File: config.mk
export PLATFORM = sky130hd
export DESIGN_NAME = vliw_port_guard
export DESIGN_NICKNAME = d
export VERILOG_FILES = /design/src/rtl/pg_pkg.sv /design/src/rtl/pg_side_rules.sv /design/src/rtl/pg_load_hist.sv /design/src/rtl/vliw_port_guard.sv
export SDC_FILE = /design/constraint.sdc
export NUM_CORES = 1
export LEC_CHECK = 0
export BUFFER_PORTS_ARGS = -buffer_cell sky130_fd_sc_hd__buf_2
export CAP_MARGIN = 40
export CORE_AREA = 4 4 41 43
export DETAILED_ROUTE_END_ITERATION = 12
export DIE_AREA = 0 0 45 47
export MAX_ROUTING_LAYER = met4
export SYNTH_ARGS = -nofsm -noshare
export SYNTH_HDL_FRONTEND = slang
export SYNTH_SLANG_ARGS = --single-unit
File: constraint.sdc
create_clock -name clk -period 0.81 [get_ports clk]
set_clock_uncertainty 0.05 [all_clocks]
set_input_delay 0.081 -clock clk [delete_from_list [all_inputs] [get_ports clk]]
set_output_delay 0.081 -clock clk [all_outputs]
set_load 0.05 [all_outputs]
File: src/rtl/pg_pkg.sv
package pg_pkg;
   localparam int UNITS     = 3;
   localparam int U_L       = 0;
   localparam int U_S       = 1;
   localparam int U_D       = 2;
   localparam int REASON_W  = 4;
   localparam int RB_DBLWR  = 0;
   localparam int RB_LRDST  = 1;
   localparam int RB_SSRCST = 2;
   localparam int RB_LDCOL  = 3;

   typedef logic [REASON_W-1:0] reason_t;
endpackage

File: src/rtl/pg_side_rules.sv
module pg_side_rules
   import pg_pkg::*;
(
   input  logic          l_vld,
   input  logic          s_vld,
   input  logic          d_vld,
   input  logic          l_ldst,
   input  logic          s_ldst,
   input  logic          l_lsrc,
   input  logic          s_lsrc,
   input  logic          d_store,
   input  logic          d_dwld,
   input  logic          ld_aged,
   output logic          ld_now,
   output reason_t       side_reason
);
   logic wr_l, wr_s, rd_l, rd_s, st_d;

   assign wr_l = l_vld & l_ldst;
   assign wr_s = s_vld & s_ldst;
   assign rd_l = l_vld & l_lsrc;
   assign rd_s = s_vld & s_lsrc;
   assign st_d = d_vld & d_store;

   assign ld_now = d_vld & d_dwld;

   always_comb begin
      side_reason            = '0;
      side_reason[RB_DBLWR]  = wr_l & wr_s;
      side_reason[RB_LRDST]  = st_d & (rd_l | rd_s);
      side_reason[RB_SSRCST] = st_d & rd_s;
      side_reason[RB_LDCOL]  = ld_aged & wr_s;
   end
endmodule

File: src/rtl/pg_load_hist.sv
module pg_load_hist #(
   parameter int DEPTH = 4
) (
   input  logic clk,
   input  logic rst,
   input  logic ld_in,
   output logic ld_aged
);
   generate
      if (DEPTH < 1) begin : g_bad_depth
         $error("pg_load_hist: DEPTH must be at least 1");
      end else if (DEPTH == 1) begin : g_single
         logic hold_q;
         always_ff @(posedge clk) begin
            if (rst) hold_q <= 1'b0;
            else     hold_q <= ld_in;
         end
         assign ld_aged = hold_q;
      end else begin : g_shift
         logic [DEPTH-1:0] sr_q;
         always_ff @(posedge clk) begin
            if (rst) sr_q <= '0;
            else     sr_q <= {sr_q[DEPTH-2:0], ld_in};
         end
         assign ld_aged = sr_q[DEPTH-1];
      end
   endgenerate
endmodule

File: src/rtl/vliw_port_guard.sv
module vliw_port_guard
   import pg_pkg::*;
#(
   parameter int NSIDE  = 2,
   parameter int LD_GAP = 4
) (
   input  logic                      clk,
   input  logic                      rst,
   input  logic [NSIDE*UNITS-1:0]    slot_vld,
   input  logic [NSIDE*UNITS-1:0]    long_dst,
   input  logic [NSIDE*UNITS-1:0]    long_src,
   input  logic [NSIDE*UNITS-1:0]    is_store,
   input  logic [NSIDE*UNITS-1:0]    dw_load,
   output logic                      pkt_ok,
   output logic [REASON_W-1:0]       reason
);
   localparam int NSLOT = NSIDE * UNITS;

   generate
      if (NSIDE < 1) begin : g_bad_nside
         $error("vliw_port_guard: NSIDE must be at least 1");
      end
      if (LD_GAP < 1) begin : g_bad_gap
         $error("vliw_port_guard: LD_GAP must be at least 1");
      end
   endgenerate

   reason_t side_reason [NSIDE];
   reason_t reason_any;

   for (genvar s = 0; s < NSIDE; s++) begin : g_side
      localparam int B = s * UNITS;
      logic ld_now, ld_aged;

      pg_side_rules u_rules (
         .l_vld       (slot_vld[B+U_L]),
         .s_vld       (slot_vld[B+U_S]),
         .d_vld       (slot_vld[B+U_D]),
         .l_ldst      (long_dst[B+U_L]),
         .s_ldst      (long_dst[B+U_S]),
         .l_lsrc      (long_src[B+U_L]),
         .s_lsrc      (long_src[B+U_S]),
         .d_store     (is_store[B+U_D]),
         .d_dwld      (dw_load[B+U_D]),
         .ld_aged     (ld_aged),
         .ld_now      (ld_now),
         .side_reason (side_reason[s])
      );

      pg_load_hist #(.DEPTH(LD_GAP)) u_hist (
         .clk     (clk),
         .rst     (rst),
         .ld_in   (ld_now),
         .ld_aged (ld_aged)
      );
   end

   always_comb begin
      reason_any = '0;
      for (int s = 0; s < NSIDE; s++) reason_any |= side_reason[s];
   end

   assign reason = rst ? '0 : reason_any;
   assign pkt_ok = rst | ~(|reason_any);

   // flag bits with no meaning on their slot
   logic unused_bits;
   always_comb begin
      unused_bits = 1'b0;
      for (int k = 0; k < NSLOT; k++) begin
         if ((k % UNITS) == U_D)
            unused_bits = unused_bits ^ long_dst[k] ^ long_src[k];
         else
            unused_bits = unused_bits ^ is_store[k] ^ dw_load[k];
      end
   end
endmodule

==> metrics.txt, run 1 <==
Worst Max-Slew Pin Slew around 0.26 ns; count of cell types in the netlist 14; Yosys top cell area share between 40% and 50%; max-slew violations 0; pwr/cell area roughly 1300 nW/um^2; cell area after synthesis about 330 um^2; Post-Route WL between 1 and 1.5 mm; largest register by flop count g_side.u_hist.g_shift.sr_q; Min-Delay Endpoint g_side[1].u_hist.g_shift.sr_q[0]; reg2reg end g_side[0].u_hist.g_shift.sr_q[3]; area delta synth->final 125%; Post-CTS Hold Buffers 0; n_diodes 0; HP Start dw_load[5]; CP max FO 2; VDD IR-drop max between 0.0007 and 0.0008 V; CTS H-tree depth 1; part of the cycle the worst path needs 156%; fmax 791 MHz; Core ar. 1300 um^2; Slowest Stage Delay on Critical Path 0.32 ns; DRC viols 0; Syn Area/Cell ~9 um^2; Worst path slowest cell dfxtp_2; hold_ws 0.0175 ns; first-pass GRT wire length about 1.7 mm; post-synthesis sequential area ratio around half; Critical Path Start Type register; initial antenna violation count 0; Worst Slack Setup Final -0.454 ns; kind of path behind the tightest hold check primary input to register; CTS tree yes; final antenna-violating net count 0; Post-layout nets between 100 and 150; yosys warns 0; setup violators final 5; CTS buffer count 3; status complete, but fails checks; crit path DAT between 1 and 1.5 ns; Die Height between 40 and 50 um; Final min period ~1.3 ns; Clock Tree Buf Depth 2; CTS Sinks 8; clk_lat worst skew ~0.24 ns; crit end category output pin; Port Buf Inserts 24; Rel. slew slack between 80% and 90%; Post-Syn Nets 68; post-synthesis cell count 36; top flop regs g_side.u_hist.g_shift.sr_q (8); # IOs 37; max-cap violations 0; Worst Path Required between 0.6 and 0.7 ns; synthesized flop and latch total 8; Horiz. Die Dim 45 um; max reg flops 8; FF-to-FF path depth 1; Reg2Reg Setup Slack ~0.22 ns; Iter 0 DRT Violations 1; Fin. Hold Viols 0; total congestion overflow 0; Root Driver clkbuf_4; layout cells sized above 1 around 68%; full die area 2120 um^2; GRT Util Overall 11.5%; drt pass-1 iters 3; Routability Congestion about 0.65; Initial Utilization between 20% and 30%; worst hold stages 2; LEAKAGE about 0.34 nW; worst-path cell chain nand3_2 > nand2_2 > o41ai_4 > buf_6; dpl hpwl ~750 um; Area contributors post-synth dfxtp_1 49%, nand4_1 12%, nor2b_1 12%, o41ai_2 5.0%, nand2_1 4.6%; cell taking the most area after synthesis dfxtp_1; largest net degree at the start of global routing 9; vias in the first global route roughly 440; Reg clk slew, reported paths about 0.060 ns; failing checks setup timing; routed len/inst roughly 13 um; Row Count 13; Setup WS pre-CTS -0.369 ns; RSZ-0062 raised after global routing true; reg-to-reg startpoint g_side[0].u_hist.g_shift.sr_q[2]; DR vias between 300 and 400; path type of the worst setup path register to output pin; DR vias/cell between 4 and 5
[cells in the final DEF, fill, tap and decap left out]
cell type and n:
buf_6 17, buf_4 9, nand4_1 6, nor2b_1 6, dfxtp_1 6, buf_2 6
nand2_1 3, clkbuf_4 3, nand3_2 2, dfxtp_2 2, and2_4 1, nor2_4 1
a31oi_4 1, a21oi_4 1, a21oi_2 1, nand2_2 1, inv_1 1, o41ai_4 1
and3_1 1, and3_2 1, buf_8 1
[through the flow]
stage,cells,area [um^2],util [%],power (W),TNS (ns)
6_report,86,732,56.3,0.000948,-1.03
3_5_place_dp,83,568,43.7,0.000589,-1.43
5_1_grt,86,732,56.3,0.000988,-1.27
2_1_floorplan,36,365,-,0.000501,-0.849
3_3_place_gp,83,568,43.7,0.000588,-1.41
4_1_cts,86,726,55.8,0.000949,-1.05
[per-layer routing]
layer	routed length [um]	track usage, %	part of all wire (%)	vias to the layer above
met2	564	20.6	52	16
met1	409	11.4	38	179
met3	94	1.15	8.7	2
li1	-	-	-	200
met4	10	8.77	0.93	0
met5	0	-	0	-
[where the power goes]
part	switching, W	internal, W
Sequential	0.00000188	0.000403
Clock	0.000133	0.000169
Combinational	0.000105	0.000135
Total	0.000240	0.000708
[cell families (layout without fill, tap and decap cells)]
| family | after synthesis | in the layout | synth area share [%] |
|---|---|---|---|
| simple gates | 22 | 22 | 38.5 |
| flops | 8 | 8 | 49.2 |
| compound gates | 4 | 4 | 10.0 |
| buf+inv | 2 | 37 | 2.31 |
[final cells by class]
type	count	area (um^2)
fill	119	569
timing repair buffer	33	304
multi-input combinational	26	220
sequential	8	163
clock buffer	3	22.5
tap	15	18.8
inverter	1	3.75
[cell usage after synthesis]
cell	count
nor2b_1	6
o41ai_2	1
nor2_1	1
clkbuf_1	1
inv_1	1
a21oi_1	2
nand2_1	4
and3_1	1
nand4_1	6
a31oi_1	1
and3_2	1
nand3_1	2
and2_2	1
dfxtp_1	8
[what timing repair did]
item / CTS / global route
resized for setup: 28 / 3
pin swaps: 4 / 3
setup buffers: 1 / 1
setup endpoints to repair: 5 / 5
[worst max path at each step]
| stage | slack, ns | endpoint | from |
|---|---|---|---|
| floorplan | -0.40 | pkt_ok | g_side[0].u_hist.g_shift.sr_q[3] |
| global placement | -0.37 | pkt_ok | slot_vld[2] |
| detailed placement | -0.37 | pkt_ok | slot_vld[5] |
| CTS | -0.46 | pkt_ok | g_side[1].u_hist.g_shift.sr_q[3] |
| global route | -0.51 | pkt_ok | g_side[0].u_hist.g_shift.sr_q[3] |
| finish | -0.45 | pkt_ok | g_side[0].u_hist.g_shift.sr_q[3] |
[worst max-delay path, delay by kind of cell, from the launching register on]
family / cells / cell delay [ns]
buffers and inverters: 1 / 0.20
AOI/OAI and AO/OA: 1 / 0.21
DFF: 1 / 0.32
and+or+nand+nor: 2 / 0.15
Power figures use the tool's default switching activity.
==> run 2: changes to the inputs <==
--- a/config.mk
+++ b/config.mk
@@ -10,7 +10,6 @@
 export CORE_AREA = 4 4 41 43
 export DETAILED_ROUTE_END_ITERATION = 12
 export DIE_AREA = 0 0 45 47
-export MAX_ROUTING_LAYER = met4
 export SYNTH_ARGS = -nofsm -noshare
 export SYNTH_HDL_FRONTEND = slang
 export SYNTH_SLANG_ARGS = --single-unit
==> run 2 against run 1 <==
The flow still finishes with violations (setup timing). Critical path type unchanged. Worst setup slack better by 0.0010 ns. Critical endpoint unchanged. Maximum frequency hardly changed. Die area did not move. Non-clock buffer count stayed put. Highest routed layer unchanged. Critical path depth stayed put. Via count decreased by 0.25%. Power hardly changed. Combinational power barely moved. Count of clock-buffer cells in the layout stayed put. Global-route usage shrank 0.37 points.
==> metrics.txt, run 2 (synthesis results as in run 1) <==
status complete, but fails checks; failing checks setup timing; Iter 0 DRT Violations 1 (unchanged); Power, Total 0.000948 W (about the same); CTS Sinks 8 (unchanged); Rel. slew slack 82.9% (about the same); LEAKAGE 0.339 nW (unchanged); commonest non-fill, non-tap cell in the layout buf_6; total congestion overflow 0 (unchanged); FF-to-FF path depth 1 (unchanged); initial antenna violation count 0 (unchanged); Worst Max-Slew Pin Slew 0.256 ns (+0.000386 ns); Reg2Reg Setup Slack 0.22 ns (about the same); worst-path cell chain nand3_2 > nand2_2 > o41ai_4 > buf_6; max-cap violations 0 (unchanged); VDD IR-drop max 0.000736 V (about the same); reg2reg end g_side[0].u_hist.g_shift.sr_q[3]; n_diodes 0 (unchanged); combinational share of power 25.4% (about the same); DR vias 396 (-0.25%); drt pass-1 iters 3 (unchanged); RSZ-0062 raised after global routing true; part of the cycle the worst path needs 156% (about the same); CP max FO 2 (unchanged); crit end category output pin; placed cells 83 (unchanged); crit path DAT 1.13 ns (about the same); Root Driver clkbuf_4; switching power 0.000240 W (-0.15%); GRT Util Overall 11.2% (-0.37 points); Reg clk slew, reported paths 0.06 ns (about the same); first-pass GRT wire length 1.67 mm (unchanged); max-slew violations 0 (unchanged); Clock Tree Buf Depth 2 (unchanged); Min-Delay Endpoint g_side[1].u_hist.g_shift.sr_q[0]; DRC viols 0 (unchanged); Routability Congestion 0.642 (-0.83%); Setup WS pre-CTS -0.369 ns (unchanged); CTS tree yes; pwr/cell area 1300 nW/um^2 (about the same); delay-heaviest family, CP flip-flops; DR vias/cell 4.60 (-0.25%); reg-to-reg startpoint g_side[0].u_hist.g_shift.sr_q[2]; Post-layout nets 105 (unchanged); TNS Setup -1.03 ns (+0.00105 ns); clk_lat worst skew 0.24 ns (about the same); switch share 25.3% (-0.029 points); top flop regs g_side.u_hist.g_shift.sr_q (8); Clock power frac 31.9% (about the same); largest register by flop count g_side.u_hist.g_shift.sr_q; final antenna-violating net count 0 (unchanged); Sequential Power Share 42.7% (about the same); area delta synth->final 125% (unchanged); Worst Path Buf+Inv 1 (unchanged); Worst path slowest cell dfxtp_2; Fin. Hold Viols 0 (unchanged); commonest cells after routing, fill and taps aside 17 x buf_6, 9 x buf_4; CTS buffer count 3 (unchanged); HP Start dw_load[5]; CTS H-tree depth 1 (unchanged); Initial Utilization 25.0% (unchanged); Post-CTS Hold Buffers 0 (unchanged); Final min period 1.26 ns (-0.00104 ns); full die area 2120 um^2 (unchanged); Horiz. Die Dim 45 um (unchanged); max reg flops 8 (unchanged); kind of path behind the tightest hold check primary input to register; Slowest Stage Delay on Critical Path 0.32 ns (about the same); # IOs 37 (unchanged); vias in the first global route 440 (-0.23%); Post-Route WL 1.08 mm (about the same); fmax 792 MHz (about the same); Port Buf Inserts 24 (unchanged); Worst Slack Setup Final -0.453 ns (+0.00104 ns); Core ar. 1300 um^2 (unchanged); Die Height 47 um (unchanged); setup violators final 5 (unchanged); routed len/inst 12.5 um (about the same); layout cells sized above 1 67.6% (unchanged); Critical Path Start Type register; Worst Path Required 0.68 ns (about the same); largest net degree at the start of global routing 9 (unchanged); path type of the worst setup path register to output pin; worst hold stages 2 (unchanged); Row Count 13 (unchanged); Post-Layout Cell Count 86 (unchanged); dpl cell area 568 um^2 (unchanged); Pint 0.000708 W (about the same); fin area 732 um^2 (unchanged); dpl hpwl 749 um (unchanged)
## run 2: cell counts in the layout (fill, tap and decap cells not counted)
Identical to the previous run, type by type.
## run 2: worst max path at each step
stage	startpoint	end	slack [ns]	cells after the start
final	g_side[0].u_hist.g_shift.sr_q[3]	pkt_ok	-0.45	4
after floorplan	g_side[0].u_hist.g_shift.sr_q[3]	pkt_ok	-0.40	3
after detailed placement	slot_vld[5]	pkt_ok	-0.37	5
after global placement	slot_vld[2]	pkt_ok	-0.37	5
after global routing	g_side[0].u_hist.g_shift.sr_q[3]	pkt_ok	-0.51	4
after CTS	g_side[1].u_hist.g_shift.sr_q[3]	pkt_ok	-0.46	4
## run 2: power by group through the flow
stage / combinational (W) / sequential [W] / clock, W
floorplan: 0.0000886 / 0.000412 / 0
finish: 0.000241 / 0.000405 / 0.000302
detailed placement: 0.000176 / 0.000413 / 0
global route: 0.000256 / 0.000405 / 0.000327
global placement: 0.000175 / 0.000413 / 0
CTS: 0.000238 / 0.000405 / 0.000306
## run 2: metrics by stage
step	utilization [%]	hold WS, ns
final	56.3	0.0176
after global routing	56.3	0.0252
after CTS	55.8	0.0117
after detailed placement	43.7	0.270
after global placement	43.7	0.267
after floorplan	-	0.184
## run 2: routing by layer
layer / vias to the layer above / wire length, um / GRT usage (%) / share of wire [%]
met3: 2 / 108 / 1.92 / 10
met4: 0 / 10 / 8.77 / 0.93
li1: 200 / - / - / -
met1: 178 / 393 / 11.0 / 36
met5: - / 0 / 0 / 0
met2: 16 / 564 / 20.6 / 52
## run 2: layout make-up
type,instances,area [um^2]
tap,15,18.8
multi-input combinational,26,220
fill,119,569
sequential,8,163
timing repair buffer,33,304
clock buffer,3,22.5
inverter,1,3.75
## run 2: timing repair
action / CTS / global route
endpoints found under the setup margin: 5 / 5
cloned: 0 / 0
pin swaps: 4 / 3
resized for setup: 28 / 3
setup buffers: 1 / 1
